`src/rtl/adc_be_pkg.sv`:
```
package adc_be_pkg;

    localparam int N_FRONT  = 8;
    localparam int N_STAGES = N_FRONT + 1;
    localparam int CODE_W   = 2;
    localparam int IN_W     = N_STAGES * CODE_W;
    localparam int RES_W    = N_FRONT + 2;
    localparam int MAX_SKEW = (N_STAGES - 1) / 2;
    localparam int LATENCY  = MAX_SKEW + 3;

    typedef logic [CODE_W-1:0] code_t;

    typedef struct packed {
        logic [RES_W-1:0] val;
        logic             err;
    } word_t;

    function automatic code_t clamp_code(input code_t c);
        return (c == 2'd3) ? 2'd2 : c;
    endfunction

    function automatic int stage_skew(input int k);
        return k / 2;
    endfunction

endpackage

```
`src/rtl/adc_skew_align.sv`:
```
module adc_skew_align
    import adc_be_pkg::*;
(
    input  logic            clk,
    input  logic            rst,
    input  logic [IN_W-1:0] raw,
    output logic [IN_W-1:0] aligned
);

    for (genvar k = 0; k < N_STAGES; k++) begin : g_stage
        localparam int DEPTH = 1 + MAX_SKEW - stage_skew(k);
        code_t line [DEPTH];

        always_ff @(posedge clk) begin
            if (rst) begin
                for (int j = 0; j < DEPTH; j++) line[j] <= '0;
            end else begin
                line[0] <= raw[CODE_W*k +: CODE_W];
                for (int j = 1; j < DEPTH; j++) line[j] <= line[j-1];
            end
        end

        assign aligned[CODE_W*k +: CODE_W] = line[DEPTH-1];
    end

endmodule

```
`src/rtl/adc_redundancy_merge.sv`:
```
module adc_redundancy_merge
    import adc_be_pkg::*;
(
    input  logic            clk,
    input  logic            rst,
    input  logic [IN_W-1:0] aligned,
    output word_t           corr
);

    logic [RES_W:0] acc;
    logic           bad;

    always_comb begin
        acc = '0;
        bad = 1'b0;
        for (int i = 0; i < N_FRONT; i++) begin
            acc = acc + ((RES_W+1)'(clamp_code(aligned[CODE_W*i +: CODE_W])) << (N_FRONT - i));
            bad = bad | (aligned[CODE_W*i +: CODE_W] == 2'd3);
        end
        acc = acc + (RES_W+1)'(aligned[CODE_W*N_FRONT +: CODE_W]);
    end

    always_ff @(posedge clk) begin
        if (rst) begin
            corr <= '0;
        end else begin
            corr.val <= acc[RES_W-1:0];
            corr.err <= bad;
        end
    end

    logic any_three;
    always_comb begin
        any_three = 1'b0;
        for (int i = 0; i < N_FRONT; i++)
            if (aligned[CODE_W*i +: CODE_W] == 2'd3) any_three = 1'b1;
    end

    assert_illegal_flag_R4: assert property (@(posedge clk) disable iff (rst)
        any_three |=> corr.err);

    assert_legal_clean_R4: assert property (@(posedge clk) disable iff (rst)
        !any_three |=> !corr.err);

endmodule

```
`src/rtl/adc_out_format.sv`:
```
module adc_out_format
    import adc_be_pkg::*;
(
    input  logic  clk,
    input  logic  rst,
    input  word_t corr,
    input  logic  fmt_twos,
    output word_t held
);

    word_t stage1;

    always_ff @(posedge clk) begin
        if (rst) begin
            stage1 <= '0;
            held   <= '0;
        end else begin
            stage1.val <= {corr.val[RES_W-1] ^ fmt_twos, corr.val[RES_W-2:0]};
            stage1.err <= corr.err;
            held       <= stage1;
        end
    end

    assert_double_buffer_R1: assert property (@(posedge clk) disable iff (rst)
        !$past(rst) |-> held == $past(stage1));

endmodule

```
`src/rtl/adc_correct_backend.sv`:
```
module adc_correct_backend
    import adc_be_pkg::*;
#(
    parameter int VALID_CYCLES = 20
) (
    input  logic             clk,
    input  logic             rst,
    input  logic [IN_W-1:0]  stage_code,
    input  logic             fmt_twos,
    input  logic             hiz_req,
    output logic [RES_W-1:0] data_out,
    output logic             data_drive,
    output logic             range_err,
    output logic             valid
);

    localparam int CNT_W = $clog2(VALID_CYCLES + 1);

    logic [IN_W-1:0] aligned;
    word_t           corr;
    word_t           held;
    logic [CNT_W-1:0] warm_cnt;

    adc_skew_align u_align (
        .clk     (clk),
        .rst     (rst),
        .raw     (stage_code),
        .aligned (aligned)
    );

    adc_redundancy_merge u_merge (
        .clk     (clk),
        .rst     (rst),
        .aligned (aligned),
        .corr    (corr)
    );

    adc_out_format u_fmt (
        .clk      (clk),
        .rst      (rst),
        .corr     (corr),
        .fmt_twos (fmt_twos),
        .held     (held)
    );

    always_ff @(posedge clk) begin
        if (rst)
            warm_cnt <= '0;
        else if (warm_cnt != CNT_W'(VALID_CYCLES))
            warm_cnt <= warm_cnt + 1'b1;
    end

    assign valid      = (warm_cnt == CNT_W'(VALID_CYCLES));
    assign data_out   = valid ? held.val : '0;
    assign range_err  = valid & held.err;
    assign data_drive = ~hiz_req;

    assert_warm_bound_R7: assert property (@(posedge clk) disable iff (rst)
        warm_cnt <= CNT_W'(VALID_CYCLES));

    assert_valid_sticky_R7: assert property (@(posedge clk) disable iff (rst)
        valid |=> valid);

    assert_quiet_before_valid_R7: assert property (@(posedge clk) disable iff (rst)
        !valid |-> (data_out == '0 && !range_err));

endmodule

```
`config.mk`:
```
export PLATFORM = sky130hd
export DESIGN_NAME = adc_correct_backend
export DESIGN_NICKNAME = d
export VERILOG_FILES = /design/src/rtl/adc_be_pkg.sv /design/src/rtl/adc_skew_align.sv /design/src/rtl/adc_redundancy_merge.sv /design/src/rtl/adc_out_format.sv /design/src/rtl/adc_correct_backend.sv
export SDC_FILE = /design/constraint.sdc
export NUM_CORES = 1
export LEC_CHECK = 0
export BUFFER_PORTS_ARGS = -buffer_cell sky130_fd_sc_hd__buf_2
export CAP_MARGIN = 15
export CORE_MARGIN = 3
export CORE_UTILIZATION = 62
export DETAILED_ROUTE_END_ITERATION = 16
export HOLD_SLACK_MARGIN = 0.06
export PLACE_DENSITY = 0.8
export SYNTH_ARGS = -nofsm -noshare
export SYNTH_HDL_FRONTEND = slang
export SYNTH_HIERARCHICAL = 1
export SYNTH_SLANG_ARGS = --single-unit
```
`constraint.sdc`:
```
create_clock -name clk -period 3.7 [get_ports clk]
set_clock_uncertainty 0.2 [all_clocks]
set_input_delay 0.185 -clock clk [delete_from_list [all_inputs] [get_ports clk]]
set_output_delay 0.185 -clock clk [all_outputs]
set_load 0.02 [all_outputs]
```
==> metrics.csv, run 1 <==
metric,value,unit
All-Layer GR Usage,0.160,
TritonCTS Buffers,9,
Critical Path End,data_out[8],
Post-DP Area,3540,um2
Syn Area/Cell,11.1,um2
Max clock buf depth,2,
Port Buffer Count,34,
design area,3950,um2
outcome,"complete, no violations",
critical path class,reg -> out,
post-synthesis register bit count,96,
Hold WC Path Type,reg -> reg,
# diodes,0,
Worst R2R Setup Slack,1.50,ns
WP data required,3.31,ns
DRT iter0 DRCs,87,
fmax,0.447,GHz
Via density,4.76,
"EDFF count, synth",0,
Worst-Margin Slew,1.01,ns
Worst R2R Path Depth,6,
I/O pin total,35,
RSZ-0062 raised after global routing,no,
Worst-Skew Late Latency,0.35,ns
register area share after synthesis,0.551,
DIE AREA,6570,um2
WL/cell,10.4,um
"Net count, final",381,
routed wire length,4410,um
clk sinks,96,
length of the first detailed-routing pass in iterations,4,
Tcrit/Tclk final,0.605,
clk slew on worst S/H paths,0.08,ns
count of different cell masters after synthesis,44,
total chip power,1.91,mW
MaxCap Viol Count,0,
remaining antenna violation count after routing,0,
Starting Density,0.662,
Crit. End Element,output pin,
pin count of the biggest net entering global routing,108,
net count after synthesis,348,
P&R area growth vs syn,13.3,%
Die Y-Extent,81.0,um
Power Density,482,nW/um2
CTS tree,yes,
row count,26,
via count,2012,
global-route wire length before repair,7860,um
Gate Count Post-Synth,315,
post-DP HPWL,2720,um
layout cells sized above 1,0.241,
Post-synth ARST share,0,
DRC,0,
Core Area,5270,um2
Fin. Hold Viols,0,
Final Setup Violations,0,
Max VDD drop,0.398,mV
Post-CTS Setup Bufs,0,
synthesized cell area,3490,um2
RR Endpoint,u_merge/corr[9],
initial antenna violation count,0,
element type at the critical path start,flop,
Die X,81.0,um
Worst slew margin,0.324,
"commonest non-fill, non-tap cell in the layout",dfxtp_1,
total global routing overflow,0,
GPL Wtd Cong,0.779,
Slew Limit Fails,0,
Leak,1.66,nW
number of global-route vias before repair,1961,
Post-synth top flop,dfxtp_1,
CP Data Arrival Time,1.85,ns
min cycle time layout,2.24,ns
fillers,365,
# resized after CTS,0,
Worst Setup SP,warm_cnt[0],
worst-path maximum fanout,16,
Setup TNS Final,0,ns
most frequent cells in the layout,"dfxtp_1, nor2b_1, buf_2, dlygate4sd3_1, nor2b_2",
synth warn,6,
clk root buf,clkbuf_8,
Crit Reg-Reg Startpoint,u_align/g_stage[6].line[0][2],
H-tree depth,3,
[through the flow]
step	worst slack [ns]	instances	util	hold WS, ns
floorplan	1.61	315	-	0.113
global placement	1.63	388	0.671	0.193
detailed placement	1.56	388	0.671	0.197
CTS	1.40	423	0.750	0.238
global route	1.31	423	0.750	0.258
finish	1.46	423	0.750	0.235
[power by group]
part	internal (mW)	switching, mW	leakage [nW]
clock	0.404	0.332	0.111
combinational	0.0529	0.0399	0.767
sequential	1.07	0.0112	0.785
[state kept, by name (all words and copies together) (netlist names)]
name,count
u_fmt/held,11
u_fmt/stage1,11
u_merge/corr,11
u_align/g_stage.line,58
warm_cnt,5
[worst max-delay path: stages (launching register included)]
cell and delay, ns:
dfxtp_1 0.36, inv_1 0.07, ha_1 0.13, and4b_1 0.56
and2_2 0.23, buf_2 0.15
[kinds of logic after synthesis]
| kind of cell | Yosys count | synth area share |
|---|---|---|
| AO/OA/AOI/OAI | 25 | 0.0505 |
| flip-flops | 96 | 0.551 |
| multiplexers | 5 | 0.0168 |
| adder cells (fa/ha/maj) | 11 | 0.0416 |
| AND/OR/NAND/NOR | 139 | 0.268 |
| buffers and inverters | 37 | 0.0677 |
| XOR/XNOR | 2 | 0.00502 |
[per-layer routing]
layer | global-route usage | wire length (um)
met5 | 0 | 0
met4 | 0.0760 | 79
met3 | 0.0687 | 249
met2 | 0.291 | 2250
met1 | 0.152 | 1830
[synthesized netlist by cell type, drive strengths merged, types with 4 or more instances]
master | number | area share
buf | 22 | 0.052
a22oi | 4 | 0.0086
mux2 | 4 | 0.014
and2 | 11 | 0.027
ha | 10 | 0.036
nand2b | 4 | 0.0072
nor2 | 12 | 0.013
clkbuf | 9 | 0.0097
o21ai | 5 | 0.0072
inv | 6 | 0.0065
dfxtp | 96 | 0.55
nor2b | 92 | 0.18
[cell type report]
| type | instances | area [um2] | area share |
|---|---|---|---|
| Multi-Input combinational cell | 182 | 1330 | 0.337 |
| Clock inverter | 5 | 85.1 | 0.0215 |
| Tap cell | 70 | 87.6 | 0.0222 |
| Inverter | 6 | 22.5 | 0.00570 |
| Clock buffer | 11 | 141 | 0.0358 |
| Sequential cell | 96 | 1920 | 0.486 |
| Timing Repair Buffer | 53 | 363 | 0.0918 |
[worst min-delay path by stage]
stage                                        startpoint                            end  slack (ns)  depth (start not counted)
after CTS                               u_fmt/stage1[8]                  u_fmt/held[8]        0.24                          1
after floorplan                           stage_code[4]  u_align/g_stage[2].line[0][0]        0.11                          1
after global routing      u_align/g_stage[0].line[0][7]  u_align/g_stage[0].line[0][9]        0.26                          1
after detailed placement                 stage_code[13]  u_align/g_stage[6].line[0][1]        0.20                          2
after global placement                    stage_code[9]  u_align/g_stage[4].line[0][1]        0.19                          2
final                                   u_fmt/stage1[8]                  u_fmt/held[8]        0.24                          1
[what timing repair did]
| action | CTS | global route |
|---|---|---|
| hold buffers | 19 | 0 |
| endpoints found under the setup margin | 0 | 0 |
| hold endpoints to repair | 19 | 0 |
(Power assumes the default switching activity.)
==> run 2: changes to the inputs <==
Settings changed: CORE_UTILIZATION 62 to 52, PLACE_DENSITY 0.8 to 0.71.
Clock period 3.7 ns to 2 ns, I/O delays scaled along.
==> run 2 against run 1 <==
  * The run now ends with negative setup slack left
  * Non-clock buffer count rose by 12
  * Die area rose by 18%
  * Register-to-register slack got worse by 1.5 ns
  * Count of clock-buffer cells in the layout did not move
  * First-iteration DRC count fell by 10%
==> metrics.csv, run 2 (same netlist as run 1, synthesis figures left out) <==
metric,value,unit
outcome,"finished, violations left",
failing checks,negative setup slack,
H-tree depth,3,
Fin. Hold Viols,0,
DRC,0,
Via density,4.61,
post-DP HPWL,2760,um
row count,29,
Crit. End Element,flop,
P&R area growth vs syn,18.9,%
Post-DP Area,3620,um2
hold_ws,0.236,ns
fillers,509,
worst setup margin,-0.0174,ns
Final Setup Violations,2,
Leak,1.75,nW
worst-path maximum fanout,3,
CTS tree,yes,
dpl cells,402,
number of global-route vias before repair,1820,
Reg with most FFs,u_align/g_stage.line,
via count,2037,
initial antenna violation count,0,
WP data required,2.04,ns
routed wire length,4500,um
Slew Limit Fails,0,
total global routing overflow,0,
min cycle time layout,2.02,ns
Hold WC Path Type,reg -> reg,
TritonCTS Buffers,9,
Port Buffer Count,34,
DIE AREA,7730,um2
global-route wire length before repair,7480,um
Tcrit/Tclk final,1.01,
DRT iter0 DRCs,78,
most frequent CP cell,nor2b_4,
most frequent cells in the layout,"dfxtp_1, nor2b_1, buf_2, dlygate4sd3_1, nor2b_2",
I/O pin total,35,
Top delay family on crit path,adder cells,
GPL Wtd Cong,0.822,
Worst-Skew Late Latency,0.34,ns
layout cells sized above 1,0.310,
critical path class,reg -> reg,
Core Area,6420,um2
WL/cell,10.2,um
max reg flops,58,
remaining antenna violation count after routing,0,
CP peak stage delay,0.38,ns
FF/Latch Area,1930,um2
Multi-input gate area,1400,um2
MaxCap Viol Count,0,
Worst slew margin,0.623,
fmax,0.496,GHz
Starting Density,0.544,
Max VDD drop,0.619,mV
All-Layer GR Usage,0.127,
Die X,87.9,um
CP Data Arrival Time,2.06,ns
element type at the critical path start,flop,
Post-Place Worst Slack,-0.0366,ns
Power Density,857,nW/um2
length of the first detailed-routing pass in iterations,4,
Die Y-Extent,87.9,um
Worst-Margin Slew,0.565,ns
design area,4150,um2
Worst path slowest cell,fa_2,
total chip power,3.56,mW
pin count of the biggest net entering global routing,59,
clk sinks,96,
Max clock buf depth,2,
# diodes,0,
clk slew on worst S/H paths,0.08,ns
worst path bufs/invs,1,
"commonest non-fill, non-tap cell in the layout",dfxtp_1,
"Net count, final",393,
CP Cell Sequence,"nor2b_4, ha_4, inv_2, fa_2, nor2b_4, o31a_1, o22ai_2, mux2_2",
Final Non-Filler Cells,442,
clk root buf,clkbuf_8,
RSZ-0062 raised after global routing,yes,
run 2: cell types whose count changed in the layout (fill, tap and decap cells not counted), moves of 3 or more:
cell	change
buf_4	+8
dfxtp_1	-4
dfxtp_2	+4
nor2b_1	-3
run 2: power breakdown:
group	total, mW	internal [mW]	switching [mW]
Clock	1.37	0.750	0.622
Combinational	0.189	0.111	0.0788
Sequential	2.00	1.97	0.0216
Total	3.56	2.83	0.723
run 2: repair_timing:
item / in CTS / in global routing
buffers inserted: 1 / 2
endpoints found under the hold margin: 41 / 0
pin swaps: 1 / 8
cloned: 0 / 0
setup endpoints to repair: 16 / 15
hold buffers: 21 / 0
gates resized for setup: 7 / 13
run 2: worst paths after layout:
check	from	endpoint	slack (ns)	depth (start not counted)
min	u_fmt/stage1[8]	u_fmt/held[8]	0.24	1
min reg2reg	u_fmt/stage1[8]	u_fmt/held[8]	0.24	1
max	u_align/g_stage[7].line[0][2]	u_merge/corr[10]	-0.02	8
max reg2reg	u_align/g_stage[7].line[0][2]	u_merge/corr[10]	-0.02	8
run 2: final cells by class:
class | count | share of cell area
multi-input cells | 182 | 0.338
well taps | 77 | 0.0232
repair buffers | 65 | 0.114
flip-flops and latches | 96 | 0.464
clock buffers | 11 | 0.0341
inverters | 6 | 0.00543
clock inverters | 5 | 0.0208
run 2: metrics by stage:
step	setup TNS, ns	utilization
6_report	-0.0289	0.646
5_1_grt	-0.223	0.646
4_1_cts	-0.0296	0.637
3_5_place_dp	-0.0703	0.563
3_3_place_gp	0	0.563
2_1_floorplan	-0.0618	-
run 2: per-layer routing:
layer / global-route usage / share of wire
met3: 0.0508 / 0.040
met5: 0 / 0
met2: 0.217 / 0.48
met1: 0.134 / 0.46
met4: 0.0669 / 0.019
